**src/rtl/tap_dly_pkg.sv**
```systemverilog
package tap_dly_pkg;
  typedef enum logic [1:0] {
    DT_FIXED = 2'd0,
    DT_VAR   = 2'd1,
    DT_VLOAD = 2'd2,
    DT_RSVD  = 2'd3
  } dly_type_e;

  typedef enum logic [1:0] {
    UP_ASYNC  = 2'd0,
    UP_SYNC   = 2'd1,
    UP_MANUAL = 2'd2,
    UP_RSVD   = 2'd3
  } upd_mode_e;
endpackage

```
**src/rtl/tap_step.sv**
```systemverilog
module tap_step #(
  parameter int TAP_W = 9
) (
  input  logic [TAP_W-1:0] cur,
  input  logic             inc,
  output logic [TAP_W-1:0] nxt
);
  localparam logic [TAP_W-1:0] TAP_MAX = {TAP_W{1'b1}};
  localparam logic [TAP_W-1:0] TAP_MIN = '0;
  localparam logic [TAP_W-1:0] ONE     = TAP_W'(1);

  always_comb begin
    nxt = cur;
    if (inc) begin
      if (cur != TAP_MAX) nxt = cur + ONE;
    end else begin
      if (cur != TAP_MIN) nxt = cur - ONE;
    end
  end
endmodule

```
**src/rtl/tap_commit.sv**
```systemverilog
module tap_commit
  import tap_dly_pkg::*;
#(
  parameter int TAP_W = 9,
  parameter logic [TAP_W-1:0] INIT_TAP = '0
) (
  input  logic             clk,
  input  logic             rst,
  input  dly_type_e        dtype,
  input  upd_mode_e        umode,
  input  logic             load,
  input  logic             ce,
  input  logic             dat_edge,
  input  logic [TAP_W-1:0] cnt_in,
  output logic             cmt_en,
  output logic [TAP_W-1:0] cmt_val,
  output logic             step_en
);
  logic [TAP_W-1:0] pend_q;
  logic             pv_q, pv_d;
  logic             arm_q, arm_d;
  logic             cap;

  always_comb begin
    cmt_en  = 1'b0;
    cmt_val = pend_q;
    step_en = 1'b0;
    cap     = 1'b0;
    pv_d    = pv_q;
    arm_d   = arm_q;
    case (dtype)
      DT_VAR: step_en = ce & ~load;
      DT_VLOAD: begin
        case (umode)
          UP_SYNC: begin
            if (dat_edge && pv_q) begin
              cmt_en = 1'b1;
              pv_d   = 1'b0;
            end else begin
              step_en = ce & ~load;
            end
            if (load) begin
              cap  = 1'b1;
              pv_d = 1'b1;
            end
          end
          UP_MANUAL: begin
            if (load && !ce) begin
              cap   = 1'b1;
              arm_d = 1'b1;
            end else if (load && ce && arm_q) begin
              cmt_en = 1'b1;
              arm_d  = 1'b0;
            end else begin
              step_en = ce & ~load;
            end
          end
          default: begin
            if (load) begin
              cmt_en  = 1'b1;
              cmt_val = cnt_in;
            end else begin
              step_en = ce;
            end
          end
        endcase
      end
      default: ;
    endcase
  end

  always_ff @(posedge clk) begin
    if (rst) begin
      pend_q <= INIT_TAP;
      pv_q   <= 1'b0;
      arm_q  <= 1'b0;
    end else begin
      if (cap) pend_q <= cnt_in;
      pv_q  <= pv_d;
      arm_q <= arm_d;
    end
  end
endmodule

```
**src/rtl/tap_dly_ctrl.sv**
```systemverilog
module tap_dly_ctrl
  import tap_dly_pkg::*;
#(
  parameter int TAP_W = 9,
  parameter logic [TAP_W-1:0] INIT_TAP = '0,
  parameter bit RST_INV = 1'b0
) (
  input  logic             clk,
  input  logic             dly_rst,
  input  logic [1:0]       dly_type,
  input  logic [1:0]       upd_mode,
  input  logic             load,
  input  logic             ce,
  input  logic             inc,
  input  logic             dat_edge,
  input  logic [TAP_W-1:0] cnt_in,
  input  logic             phase90,
  output logic [TAP_W-1:0] tap_out,
  output logic [TAP_W-1:0] cnt_out,
  output logic             cfg_err
);
  logic             rst_eff;
  logic             cmt_en, step_en;
  logic [TAP_W-1:0] cmt_val, step_nxt;
  logic [TAP_W-1:0] tap_q, cnt_q;

  generate
    if (RST_INV) begin : g_rst_low
      assign rst_eff = ~dly_rst;
    end else begin : g_rst_high
      assign rst_eff = dly_rst;
    end
  endgenerate

  tap_commit #(.TAP_W(TAP_W), .INIT_TAP(INIT_TAP)) u_commit (
    .clk      (clk),
    .rst      (rst_eff),
    .dtype    (dly_type_e'(dly_type)),
    .umode    (upd_mode_e'(upd_mode)),
    .load     (load),
    .ce       (ce),
    .dat_edge (dat_edge),
    .cnt_in   (cnt_in),
    .cmt_en   (cmt_en),
    .cmt_val  (cmt_val),
    .step_en  (step_en)
  );

  tap_step #(.TAP_W(TAP_W)) u_step (
    .cur (tap_q),
    .inc (inc),
    .nxt (step_nxt)
  );

  always_ff @(posedge clk) begin
    if (rst_eff) begin
      tap_q <= INIT_TAP;
      cnt_q <= INIT_TAP;
    end else begin
      if (cmt_en)       tap_q <= cmt_val;
      else if (step_en) tap_q <= step_nxt;
      cnt_q <= tap_q;
    end
  end

  assign tap_out = tap_q;
  assign cnt_out = cnt_q;
  assign cfg_err = phase90 && (tap_q != '0);
endmodule

```
**config.mk**
```make
export PLATFORM = sky130hd
export DESIGN_NAME = tap_dly_ctrl
export DESIGN_NICKNAME = d
export VERILOG_FILES = /design/src/rtl/tap_dly_pkg.sv /design/src/rtl/tap_step.sv /design/src/rtl/tap_commit.sv /design/src/rtl/tap_dly_ctrl.sv
export SDC_FILE = /design/constraint.sdc
export NUM_CORES = 1
export LEC_CHECK = 0
export BUFFER_PORTS_ARGS = -buffer_cell sky130_fd_sc_hd__buf_2
export CORE_MARGIN = 4
export CORE_UTILIZATION = 53
export DETAILED_ROUTE_END_ITERATION = 10
export PLACE_DENSITY = 0.85
export REMOVE_ABC_BUFFERS = 1
export SETUP_SLACK_MARGIN = 0.4
export SLEW_MARGIN = 20
export SYNTH_ARGS = -nofsm -noshare
export SYNTH_HDL_FRONTEND = slang
export SYNTH_SLANG_ARGS = --single-unit
```
**constraint.sdc**
```tcl
create_clock -name clk -period 2.7 [get_ports clk]
set_input_delay 0 -clock clk [delete_from_list [all_inputs] [get_ports clk]]
set_output_delay 0 -clock clk [all_outputs]
set_load 0.03 [all_outputs]
```
Word level (Yosys, flattened, before mapping)
Index checks and enable logic that the tools add are counted.
W data, S select, Z words.
{"block": "totals", "out_inout_bits": 19, "wordCells": 57, "register_bits": 29, "inputBits": 20}
{"block": "classes", "mux": 27, "n_eq_ne": 6, "bitwise": 2, "reduce_logical": 15, "addsub": 2}
{"operator": "$mux W9", "count": 8}
{"operator": "$mux W1", "count": 15}
{"operator": "$add A9 B1 Y9 const B", "count": 1}
{"operator": "$ne A9 B9 Y1 const B", "count": 1}
{"operator": "$reduce_and A3 Y1", "count": 3}
{"operator": "$reduce_bool A9 Y1", "count": 1}
{"operator": "$sub A9 B1 Y9 const B", "count": 1}
{"operator": "$pmux W1 S2", "count": 4}
{"operator": "$reduce_bool A2 Y1", "count": 3}
{"operator": "$logic_and A1 B1 Y1", "count": 5}
{"operator": "$eq A2 B1 Y1 const B", "count": 2}
{"operator": "$eq A2 B2 Y1 const B", "count": 2}
{"operator": "$ne A3 B1 Y1 const B", "count": 1}
{"operator": "$reduce_bool A3 Y1", "count": 1}
{"operator": "$reduce_or A2 Y1", "count": 1}
{"operator": "$and A1 B1 Y1", "count": 1}
{"operator": "$logic_not A1 Y1", "count": 1}
{"operator": "$not A1 Y1", "count": 1}

Depth between registers and ports, before layout
Gate-level depths: netlist of the first run.
{"block": "logic_depth", "ltp_word": 8, "ltp_mapped": 9, "depth_no_buf": 8}

Cells and area by module
Synthesis of the first run repeated with hierarchy kept, for this count alone.
{"block": "unflattened", "hier_cells": 199, "area_unflattened_um2": 1855.5}
{"module": "tap_commit", "area_per_inst_um2": 739.5, "seq_area_each_um2": 220.2, "cells_per_inst": 78, "n_inst": 1}
{"module": "tap_dly_ctrl", "area_per_inst_um2": 728.2, "seq_area_each_um2": 360.3, "cells_per_inst": 63, "n_inst": 1}
{"module": "tap_step", "area_per_inst_um2": 387.9, "seq_area_each_um2": 0.0, "cells_per_inst": 58, "n_inst": 1}

Least setup slack after synthesis of the first run
No wires, ideal clock.
{"block": "synth_path", "kind": "reg2reg", "start": "register tap_q[0] (netlist: tap_out[0])", "end": "register tap_q[8] (netlist: tap_out[8])", "setup_ns": 0.120, "stages_incl_launch_ff": 8, "t_arrival_ns": 1.938, "required_time_ns": 2.580, "slack_ns": 0.642, "period_less_slack_ns": 2.058, "path_cell_list": "dfxtp_1 > fa_1 > a21oi_2 > o211ai_2 > o41ai_4 > xnor2_1 > nor3_1 > o31a_1"}
{"block": "synth_via", "elab_chain_cells": 5, "word_cells_on_any_way": 12, "classes_between": "add/sub: 2; eq/ne: 2; mux: 5; reduce/logical: 3"}
{"item": "start: declaration", "line_no": "tap_dly_ctrl.sv:25", "source": "logic [TAP_W-1:0] tap_q, cnt_q;"}
{"item": "start signal: assignment", "line_no": "tap_dly_ctrl.sv:60", "source": "if (cmt_en) tap_q <= cmt_val;"}
{"item": "start signal: assignment", "line_no": "tap_dly_ctrl.sv:61", "source": "else if (step_en) tap_q <= step_nxt;"}
{"item": "$sub A9 B1 Y9 or $add A9 B1 Y9 (tied branches)", "line_no": "tap_step.sv:17, tap_step.sv:15"}
{"item": "$mux W9 (on tied branches)", "line_no": "tap_step.sv:17, tap_step.sv:15"}
{"item": "$mux W9", "line_no": "tap_step.sv:14", "source": "if (inc) begin"}
{"item": "$mux W9", "line_no": "tap_dly_ctrl.sv:61"}
{"item": "$mux W9", "line_no": "tap_dly_ctrl.sv:60"}
Several ways; a longest one is shown, not always the timed one. The select of a mux whose other input is x is not followed.
A chain may end at the register's enable or synchronous reset.

Worst setup path in the final report of the first run
Same ends and word-level chain as after synthesis.

==> impl_metrics.csv, run 1 <==
group,metric,value,unit
setup_path,cp.buffers_inverters,0,
sta,fin_crit_sh,74.6,%
clock_network,insertion_delay,0.33,ns
sta,setup_tns,0,ns
sta,setup_violations,0,
setup_path,end_kind,"flop",
setup_path,arrival,2.24,ns
setup_path,timing.rr.start,"tap_out[0]$_SDFFE_PP0P_",
sta,fmax,0.496,GHz
synth,yosys_warnings,0,
synth,synth_edf_count,0,
clock_network,post_cts_resized,0,
placement,port-buffer-count,38,
global_route,grt_pass1_vias,1380,
clock_network,cts_buffer_depth,2,
synth,ys_top_cells_by_area,"dfxtp_1, mux2i_1, ha_1",
final_layout,area_delta_synth_final,20.6,%
setup_path,slowest_delay,0.46,ns
sta,rsz0062_at_grt,"false",
setup_path,reg2reg_to,"tap_out[8]$_SDFFE_PP0P_",
pwr,p_per_area,477,nW/um^2
sta,report.final.hold_viol_count,0,
floorplanning,dieArea,4160,um^2
detailed_routing,num_vias,1475,
detailed_routing,routed_via_density,5.32,
global_route,grt_pass1_wl,5.93,mm
worst_hold_path,min_from,"ce",
detailed_routing,wl,3.54,mm
setup_path,r2r_cells,7,
final_layout,fillers,269,
global_route,grt_start_max_net_pins,30,
floorplanning,start_util,55.5,%
floorplanning,fp-row-count,20,
worst_hold_path,hp-class,"in2reg",
setup_path,cpLargestDelayFamily,"compound AO/OA/AOI/OAI gates",
sta,tightest_slew,0.540,ns
floorplanning,core,3050,um^2
floorplanning,die_x,64.5,um
clock_network,cts_sinks,29,
sta,slew_headroom,64.0,%
setup_path,worstPathMaxFanout,7,
setup_path,startpoint_type,"flop",
final_layout,final_cell_mix,"buf_2, dfxtp_1, nor2_1",
clock_network,root_buffer,"clkbuf_4",
synth,synthCells,186,
global_route,gr-total-overflow,0,
final_layout,diodes,0,
synth,synth.avg_cell_area,9.10,um^2
clock_network,clk_pin_slew,0.09,ns
clock_network,cts_buffers,5,
setup_path,worstSetupPathDepth,7,
detailed_routing,wl_per_cell,12.8,um
final_layout,final_common_cell,"buf_2",
synth,synth_top_area_share,34.3,%
pwr,leakage,0.00104,uW
detailed_routing,drtIter0Drc,80,
final_layout,nets,264,
placement,hpwlAfterDp,2.65,mm
global_route,track_usage,18.3,%
detailed_routing,drc_errors,0,
worst_hold_path,hold_depth,4,
final_layout,multi_input_area,1010,um^2
setup_path,critical_path_required,2.92,ns
worst_hold_path,holdPathEnd,"u_commit.arm_q$_SDFFE_PP0P_",
pwr,peakVddDrop,226,uV
synth,yosysUniqueCellTypes,47,
floorplanning,fp.dieH,64.5,um
final_layout,postLayoutCellArea,2040,um^2
setup_path,critical_path_class,"reg2reg",
global_route,antenna_found_initial,0,
synth,yosysTopAreaCell,"dfxtp_1",
placement,placedInstanceArea,1880,um^2
detailed_routing,ant_nets,0,
synth,synth_ff_type,"dfxtp_1",
setup_path,r2r_slack,0.68,ns
clock_network,cts_tree,"yes",
run,max_cap_viol_count,0,
synth,async_reset_ff_share,0,%
synth,synth_area,1690,um^2
sta,maxSlewViolCount,0,
sta,fin_crit,2.02,ns
setup_path,cp_cell_sequence,"fa_1, a21oi_2, o211ai_2, o41ai_4, xnor2_1, o21a_1, o31a_1",
sta,fin_skew,0.00702,ns
detailed_routing,first_pass_iters,4,
synth,synth_seq_cells,29,
floorplanning,io_pins,39,
final_layout,drive_gt1_share,23.6,%
synth,synth-seq-area-share,34.3,%
clock_network,htreeDepth,2,
status,status,"finished, final reports clean",
setup_path,crit_slowest_cell,"fa_1",
final_layout,seqCellArea,581,um^2
placement,gp_congestion,0.840,
## final cells by class
class | instances | area share [%]
clock inverter | 1 | 0.245
multi-input combinational | 137 | 49.5
timing repair buffer | 47 | 13.7
inverter | 12 | 2.21
clock buffer | 7 | 3.19
tap | 44 | 2.70
sequential | 29 | 28.4
## through the flow
stage | hold slack, ns | worst slack (ns) | util (%) | power (uW) | std cells
finish | 0.0185 | 0.685 | 66.9 | 974 | 277
global placement | 0.251 | 0.734 | 61.6 | 670 | 260
global route | 0.0358 | 0.545 | 66.9 | 1030 | 277
detailed placement | 0.259 | 0.686 | 61.6 | 673 | 260
floorplan | 0.0646 | 0.642 | - | 609 | 178
CTS | 0.0104 | 0.662 | 66.9 | 981 | 277
## Yosys cell counts (4+ instances only)
library cell  instances
a21o_1                4
a21oi_1               8
clkbuf_1              4
dfxtp_1              29
ha_1                 11
inv_1                12
mux2i_1              14
nand2_1               6
nand3_1               8
nand4_1               4
nor2_1               24
nor2b_1               8
nor3_1                6
xnor2_1               6
## power by group
part	internal [uW]	switching, uW
Combinational	90.7	125
Clock	151	150
Sequential	442	15.2
Total	684	291
## per-layer routing
metal  wire length, um  vias to the layer above  GRT usage (%)
li1                  -                      751              -
met1              1610                      658           21.4
met2              1580                       50           29.4
met3               230                       16           5.55
met4               128                        0           10.8
met5                 0                        -              0
## how the worst max path moves through the flow
stage	start	end
3_3_place_gp	tap_out[0]$_SDFFE_PP0P_	tap_out[8]$_SDFFE_PP0P_
5_1_grt	tap_out[0]$_SDFFE_PP0P_	tap_out[8]$_SDFFE_PP0P_
2_1_floorplan	tap_out[0]$_SDFFE_PP0P_	tap_out[8]$_SDFFE_PP0P_
4_1_cts	tap_out[0]$_SDFFE_PP0P_	tap_out[8]$_SDFFE_PP0P_
3_5_place_dp	tap_out[0]$_SDFFE_PP0P_	tap_out[8]$_SDFFE_PP0P_
6_report	tap_out[0]$_SDFFE_PP0P_	tap_out[8]$_SDFFE_PP0P_
## flip-flops by register name, indices dropped and copies added, names as in the netlist
| register | count |
|---|---|
| tap_out | 9 |
| u_commit.pend_q | 9 |
| cnt_out | 9 |
| u_commit.pv_q | 1 |
| u_commit.arm_q | 1 |
## worst reg2reg max path, delay by kind of cell (launching register included)
kind | cells | cell delay (ns)
compound gates | 5 | 0.94
xor+xnor | 1 | 0.13
fa+ha+maj | 1 | 0.46
flops | 1 | 0.39
## cell families after synthesis
family                   Yosys count  share of synthesized area, %
AND/OR/NAND/NOR                   65                          20.0
flip-flops                        29                          34.3
AO/OA/AOI/OAI                     38                          18.0
multiplexers                      14                          8.28
XOR/XNOR                           8                          4.14
adder cells (fa/ha/maj)           12                          9.31
buffers and inverters             20                          5.99
## repair_timing
item | in CTS | in global routing
hold buffers | 9 | 0
endpoints found under the hold margin | 9 | 0
setup buffers | 0 | 0
setup endpoints to repair | 0 | 0
Note: power is estimated with default switching activity, not from simulation.
==> run 2: changes to the inputs <==
ABC_AREA = 1   (was unset)
CORE_UTILIZATION = 49   (was 53)
PLACE_DENSITY = 0.81   (was 0.85)
clock period = 1.66 ns   (was 2.7 ns; I/O delays follow)
==> impl_metrics.csv, run 2 <==
group,metric,value,unit
floorplanning,core,3720,um^2
worst_hold_path,min_from,"dat_edge",
placement,port-buffer-count,38,
detailed_routing,wl_per_cell,13.7,um
setup_path,crit_slowest_cell,"dfxtp_4",
detailed_routing,wl_met3,408,um
global_route,grt_start_max_net_pins,19,
synth,synth_area,1910,um^2
detailed_routing,routed_via_density,5.16,
pwr,power_frac_seq,39.1,%
clock_network,htreeDepth,2,
status,status,"finished, final reports clean",
detailed_routing,wl,5.59,mm
run,max_cap_viol_count,0,
sta,tightest_slew,0.594,ns
synth,synth_seq_cells,29,
synth,yosysTopAreaCell,"dfxtp_1",
sta,fin_skew,0.00522,ns
detailed_routing,ant_nets,0,
setup_path,cp.buffers_inverters,0,
clock_network,cts_sinks,29,
sta,rsz0062_at_grt,"true",
synth,synth-seq-area-share,30.4,%
synth,synth_top_area_share,30.4,%
setup_path,arrival,1.71,ns
sta,report.final.hold_viol_count,0,
pwr,switching_share,34.0,%
setup_path,slowest_delay,0.37,ns
detailed_routing,drc_errors,0,
pwr,power.total,1940,uW
setup_path,startpoint_type,"flop",
final_layout,drive_gt1_share,35.7,%
pwr,combPwrFrac,32.4,%
setup_path,critical_path_class,"reg2reg",
setup_path,timing.rr.start,"tap_out[1]$_SDFFE_PP0P_",
final_layout,area_delta_synth_final,40.7,%
final_layout,diodes,0,
detailed_routing,met2WireLength,2.77,mm
final_layout,final_cell_mix,"nand2_1, nor2_1, inv_1",
sta,fin_crit,1.54,ns
global_route,track_usage,22.8,%
synth,synthCells,298,
global_route,grt_pass1_vias,2032,
detailed_routing,drtIter0Drc,150,
floorplanning,fp.dieH,70.4,um
synth,synth_most_common_cell,"nand2_1",
setup_path,worstPathMaxFanout,5,
pwr,peakVddDrop,489,uV
global_route,grt_pass1_wl,9.09,mm
clock_network,cts_buffers,5,
pwr,p_int,1280,uW
detailed_routing,num_vias,2112,
floorplanning,die_x,70.4,um
detailed_routing,dr.max_layer_used,"met4",
synth,async_reset_ff_share,0,%
sta,maxSlewViolCount,0,
floorplanning,io_pins,39,
setup_path,cpLargestDelayFamily,"simple AND/OR/NAND/NOR gates",
sta,fmax,0.649,GHz
pwr,p_sw,662,uW
clock_network,root_buffer,"clkbuf_8",
setup_path,end_kind,"flop",
setup_path,critical_path_required,1.83,ns
global_route,gr-total-overflow,0,
synth,synth_ff_type,"dfxtp_1",
synth,synth.avg_cell_area,6.41,um^2
synth,ys_top_cells_by_area,"dfxtp_1, nand2_1, nor2_1",
sta,setup_tns,0,ns
synth,yosysUniqueCellTypes,28,
setup_path,cp_cell_sequence,"fa_2, nand2_2, nand2_4, nand3b_1, nand3b_1, nand3_2, nand2_2, nor2_1, nor2_1",
floorplanning,start_util,51.4,%
clock_network,insertion_delay,0.28,ns
final_layout,nets,392,
clock_network,cts_buffer_depth,2,
final_layout,fin_util,72.3,%
clock_network,clk_pin_slew,0.06,ns
synth,yosys_warnings,0,
pwr,p_per_area,724,nW/um^2
sta,setup_violations,0,
final_layout,final_common_cell,"nand2_1",
placement,gp_congestion,0.813,
synth,yosys-top-cells-count,"nand2_1, nor2_1, inv_1",
sta,fin_crit_sh,92.9,%
floorplanning,fp-row-count,22,
global_route,antenna_found_initial,0,
detailed_routing,first_pass_iters,4,
detailed_routing,wl_met1,2.28,mm
pwr,leakage,0.00140,uW
setup_path,r2r_slack,0.12,ns
pwr,power.share.clock,28.6,%
floorplanning,dieArea,4960,um^2
worst_hold_path,hp-class,"in2reg",
clock_network,cts_tree,"yes",
setup_path,startpoint,"tap_out[1]$_SDFFE_PP0P_",
placement,hpwlAfterDp,3.38,mm
sta,slew_headroom,60.3,%
synth,synth_edf_count,0,
## run 2: changes by cell type after synthesis, sizes merged, moves of 5 or more
| cell | before | now |
|---|---|---|
| inv | 12 | 44 |
| mux2i | 14 | 0 |
| nand2 | 6 | 92 |
| nand3 | 8 | 28 |
| nand4 | 5 | 0 |
| nor2 | 24 | 52 |
| nor2b | 8 | 0 |
| nor3 | 6 | 1 |
| o21ai | 3 | 16 |
## run 2: logic make-up (layout without fill, tap and decap cells)
family	Yosys count	count (layout)	share of synthesized area, %
AND/OR/NAND/NOR	178	178	40.9
buffers and inverters	50	113	11.5
flip-flops	29	29	30.4
AO/OA/AOI/OAI	27	27	8.06
adder cells (fa/ha/maj)	12	12	8.25
XOR/XNOR	2	2	0.917
## run 2: power by group through the flow
stage          combinational, uW  sequential [uW]  clock, uW
4_1_cts                      538              758        564
5_1_grt                      690              763        590
3_5_place_dp                 443              767          0
6_report                     629              760        555
3_3_place_gp                 434              767          0
2_1_floorplan                272              811          0
## run 2: final cells by class
| cell class | count | area, um^2 |
|---|---|---|
| Clock buffer | 8 | 80.1 |
| Fill cell | 300 | 1030 |
| Inverter | 44 | 171 |
| Multi-Input combinational cell | 219 | 1360 |
| Sequential cell | 29 | 603 |
| Tap cell | 48 | 60.1 |
| Timing Repair Buffer | 61 | 415 |
## run 2: layer usage
layer,track usage (%),vias to the layer above
met5,0,-
met4,8.30,0
met3,6.76,15
met2,39.8,79
met1,26.0,972
li1,-,1046
## run 2: through the flow
stage | hold slack [ns] | setup WS, ns | instance area, um^2 | std cells
after CTS | 0.000120 | 0.207 | 2530 | 404
after detailed placement | 0.274 | 0.0564 | 2130 | 381
after global routing | 0.0364 | 0.0329 | 2690 | 409
after floorplan | 0.0691 | -0.0152 | 1860 | 292
final | 0.00807 | 0.119 | 2690 | 409
after global placement | 0.256 | 0.0607 | 2130 | 381
## run 2: worst register-to-register path, cell delays in order (launching register included)
cell and delay (ns):
dfxtp_4 0.37, fa_2 0.37, nand2_2 0.11, nand2_4 0.07
nand3b_1 0.12, nand3b_1 0.13, nand3_2 0.09, nand2_2 0.05
nor2_1 0.08, nor2_1 0.05
## run 2: path summary, 6_finish.rpt
check / cells past startpoint / end
max: 9 / tap_out[6]$_SDFFE_PP0P_
min: 4 / u_commit.pv_q$_SDFFE_PP0P_
max reg2reg: 9 / tap_out[6]$_SDFFE_PP0P_
min reg2reg: 2 / u_commit.arm_q$_SDFFE_PP0P_
## run 2: repair_timing
| action | in CTS | in global routing |
|---|---|---|
| setup buffers | 7 | 5 |
| pin swaps | 18 | 42 |
| hold endpoints to repair | 8 | 0 |
| setup endpoints to repair | 10 | 11 |
| hold buffers | 8 | 0 |
| gates resized for setup | 38 | 29 |
==> run 3: changes to the inputs <==
CORE_UTILIZATION = 55   (was 49)
PLACE_DENSITY = 0.86   (was 0.81)
clock period = 1.5 ns   (was 1.66 ns; I/O delays follow)
==> impl_metrics.csv, run 3 (synthesized netlist as in run 2, its figures left out) <==
group,metric,value,unit
pwr,peakVddDrop,620,uV
clock_network,clk_pin_slew,0.10,ns
setup_path,arrival,1.87,ns
pwr,p_sw,710,uW
setup_path,cp_cell_sequence,"fa_2, nand2_2, nand2_4, nand3b_1, nand3b_1, nand3_1, nand2_1, nor2_1, nor2_1",
setup_path,r2r_slack,-0.13,ns
status,violations,"DRC, setup timing",
sta,fin_crit,1.63,ns
setup_path,end_kind,"flop",
floorplanning,die_x,66.9,um
final_layout,diodes,0,
final_layout,final_common_cell,"nand2_1",
floorplanning,core,3340,um^2
sta,maxSlewViolCount,0,
placement,place_ws,-0.0551,ns
sta,slew_headroom,55.1,%
global_route,grt_start_max_net_pins,19,
detailed_routing,routed_via_density,5.16,
setup_path,timing.rr.start,"tap_out[1]$_SDFFE_PP0P_",
global_route,antenna_found_initial,0,
worst_hold_path,hp-class,"in2reg",
pwr,p_int,1270,uW
sta,rsz0062_at_grt,"true",
detailed_routing,wl_per_cell,13.2,um
global_route,track_usage,25.7,%
clock_network,insertion_delay,0.35,ns
detailed_routing,ant_nets,0,
floorplanning,io_pins,39,
sta,setup_tns,-0.142,ns
final_layout,final_cell_mix,"nand2_1, nor2_1, inv_1",
setup_path,worstPathMaxFanout,6,
placement,gp_congestion,0.920,
pwr,power.share.clock,23.9,%
final_layout,postLayoutCellArea,2620,um^2
clock_network,cts_buffer_depth,2,
sta,fin_skew,0.0113,ns
pwr,combPwrFrac,33.7,%
final_layout,area_delta_synth_final,37.1,%
sta,finalWorstSetupSlack,-0.132,ns
worst_hold_path,hold_depth,4,
global_route,gr-total-overflow,0,
worst_hold_path,min_from,"ce",
run,max_cap_viol_count,0,
pwr,power.total,1980,uW
setup_path,slowest_delay,0.38,ns
clock_network,cts_buffers,5,
sta,fin_crit_sh,109,%
floorplanning,fp.dieH,66.9,um
sta,fmax,0.613,GHz
global_route,grt_pass1_wl,8.78,mm
detailed_routing,first_pass_iters,8,
floorplanning,start_util,57.3,%
placement,hpwlAfterDp,3.41,mm
setup_path,crit_slowest_cell,"dfxtp_4",
clock_network,cts_sinks,29,
sta,setup_violations,2,
detailed_routing,num_vias,2116,
sta,report.final.hold_viol_count,0,
clock_network,htreeDepth,2,
pwr,power_frac_seq,42.4,%
detailed_routing,drtIter0Drc,248,
clock_network,cts_tree,"yes",
placement,placedInstanceArea,2180,um^2
floorplanning,fp-row-count,21,
pwr,leakage,0.00136,uW
placement,port-buffer-count,38,
pwr,switching_share,35.9,%
global_route,grt_pass1_vias,1919,
worst_hold_path,holdPathEnd,"u_commit.arm_q$_SDFFE_PP0P_",
setup_path,startpoint_type,"flop",
final_layout,drive_gt1_share,31.9,%
clock_network,root_buffer,"clkbuf_4",
final_layout,nets,395,
setup_path,critical_path_required,1.74,ns
detailed_routing,wl,5.41,mm
floorplanning,dieArea,4480,um^2
status,status,"complete, but fails checks",
setup_path,reg2reg_to,"tap_out[6]$_SDFFE_PP0P_",
pwr,p_per_area,756,nW/um^2
setup_path,critical_path_class,"reg2reg",
setup_path,r2r_cells,9,
sta,tightest_slew,0.673,ns
detailed_routing,drc_errors,1,
==> run 3: layout make-up <==
cell class                 count  area [um^2]
clock buffer                   8         48.8
fill                         240          718
inverter                      44          168
multi-input combinational    219         1300
sequential                    29          597
tap                           46         57.6
timing repair buffer          64          445
==> run 3: repair_timing <==
item / CTS / global route
buffers inserted: 1 / 3
pin swaps: 7 / 13
endpoints found under the setup margin: 10 / 13
hold buffers: 14 / 0
resized for setup: 36 / 19
hold endpoints to repair: 15 / 0
==> run 3: worst max-delay path: cells and delay by family (launching register included) <==
kind          cells  cell delay, ns
flops             1            0.38
fa+ha+maj         1            0.37
simple gates      8            0.76
==> run 3: worst max-delay path by stage <==
stage	end	slack (ns)	cells past startpoint	from
final	tap_out[6]$_SDFFE_PP0P_	-0.13	9	tap_out[1]$_SDFFE_PP0P_
after global routing	tap_out[6]$_SDFFE_PP0P_	-0.22	9	tap_out[1]$_SDFFE_PP0P_
after CTS	tap_out[6]$_SDFFE_PP0P_	0.08	9	tap_out[0]$_SDFFE_PP0P_
after detailed placement	tap_out[6]$_SDFFE_PP0P_	-0.06	10	inc
after global placement	tap_out[4]$_SDFFE_PP0P_	0.003	10	inc
after floorplan	tap_out[6]$_SDFFE_PP0P_	-0.18	8	tap_out[3]$_SDFFE_PP0P_
==> run 3: per-stage QoR <==
stage	hold slack, ns	cells	utilization [%]
final	0.000366	410	78.5
after global routing	0.0511	410	78.5
after CTS	0.0198	407	75.9
after detailed placement	0.258	384	65.2
after global placement	0.257	384	65.2
after floorplan	0.0691	292	-
==> run 3: power by group through the flow <==
stage | Sequential, uW | Clock, uW | Combinational, uW
after floorplan | 897 | 0 | 301
after global placement | 844 | 0 | 497
after detailed placement | 845 | 0 | 510
after CTS | 837 | 458 | 606
after global routing | 844 | 493 | 730
final | 840 | 472 | 667
==> run 3: per-layer routing <==
layer / wire length [um] / global-route usage [%] / share of wire (%) / vias to the layer above
met5: 0 / 0 / 0 / -
met4: 176 / 6.58 / 3.3 / 0
met3: 427 / 6.07 / 7.9 / 26
met2: 2600 / 42.6 / 48 / 112
met1: 2200 / 33.3 / 41 / 923
li1: - / - / - / 1055
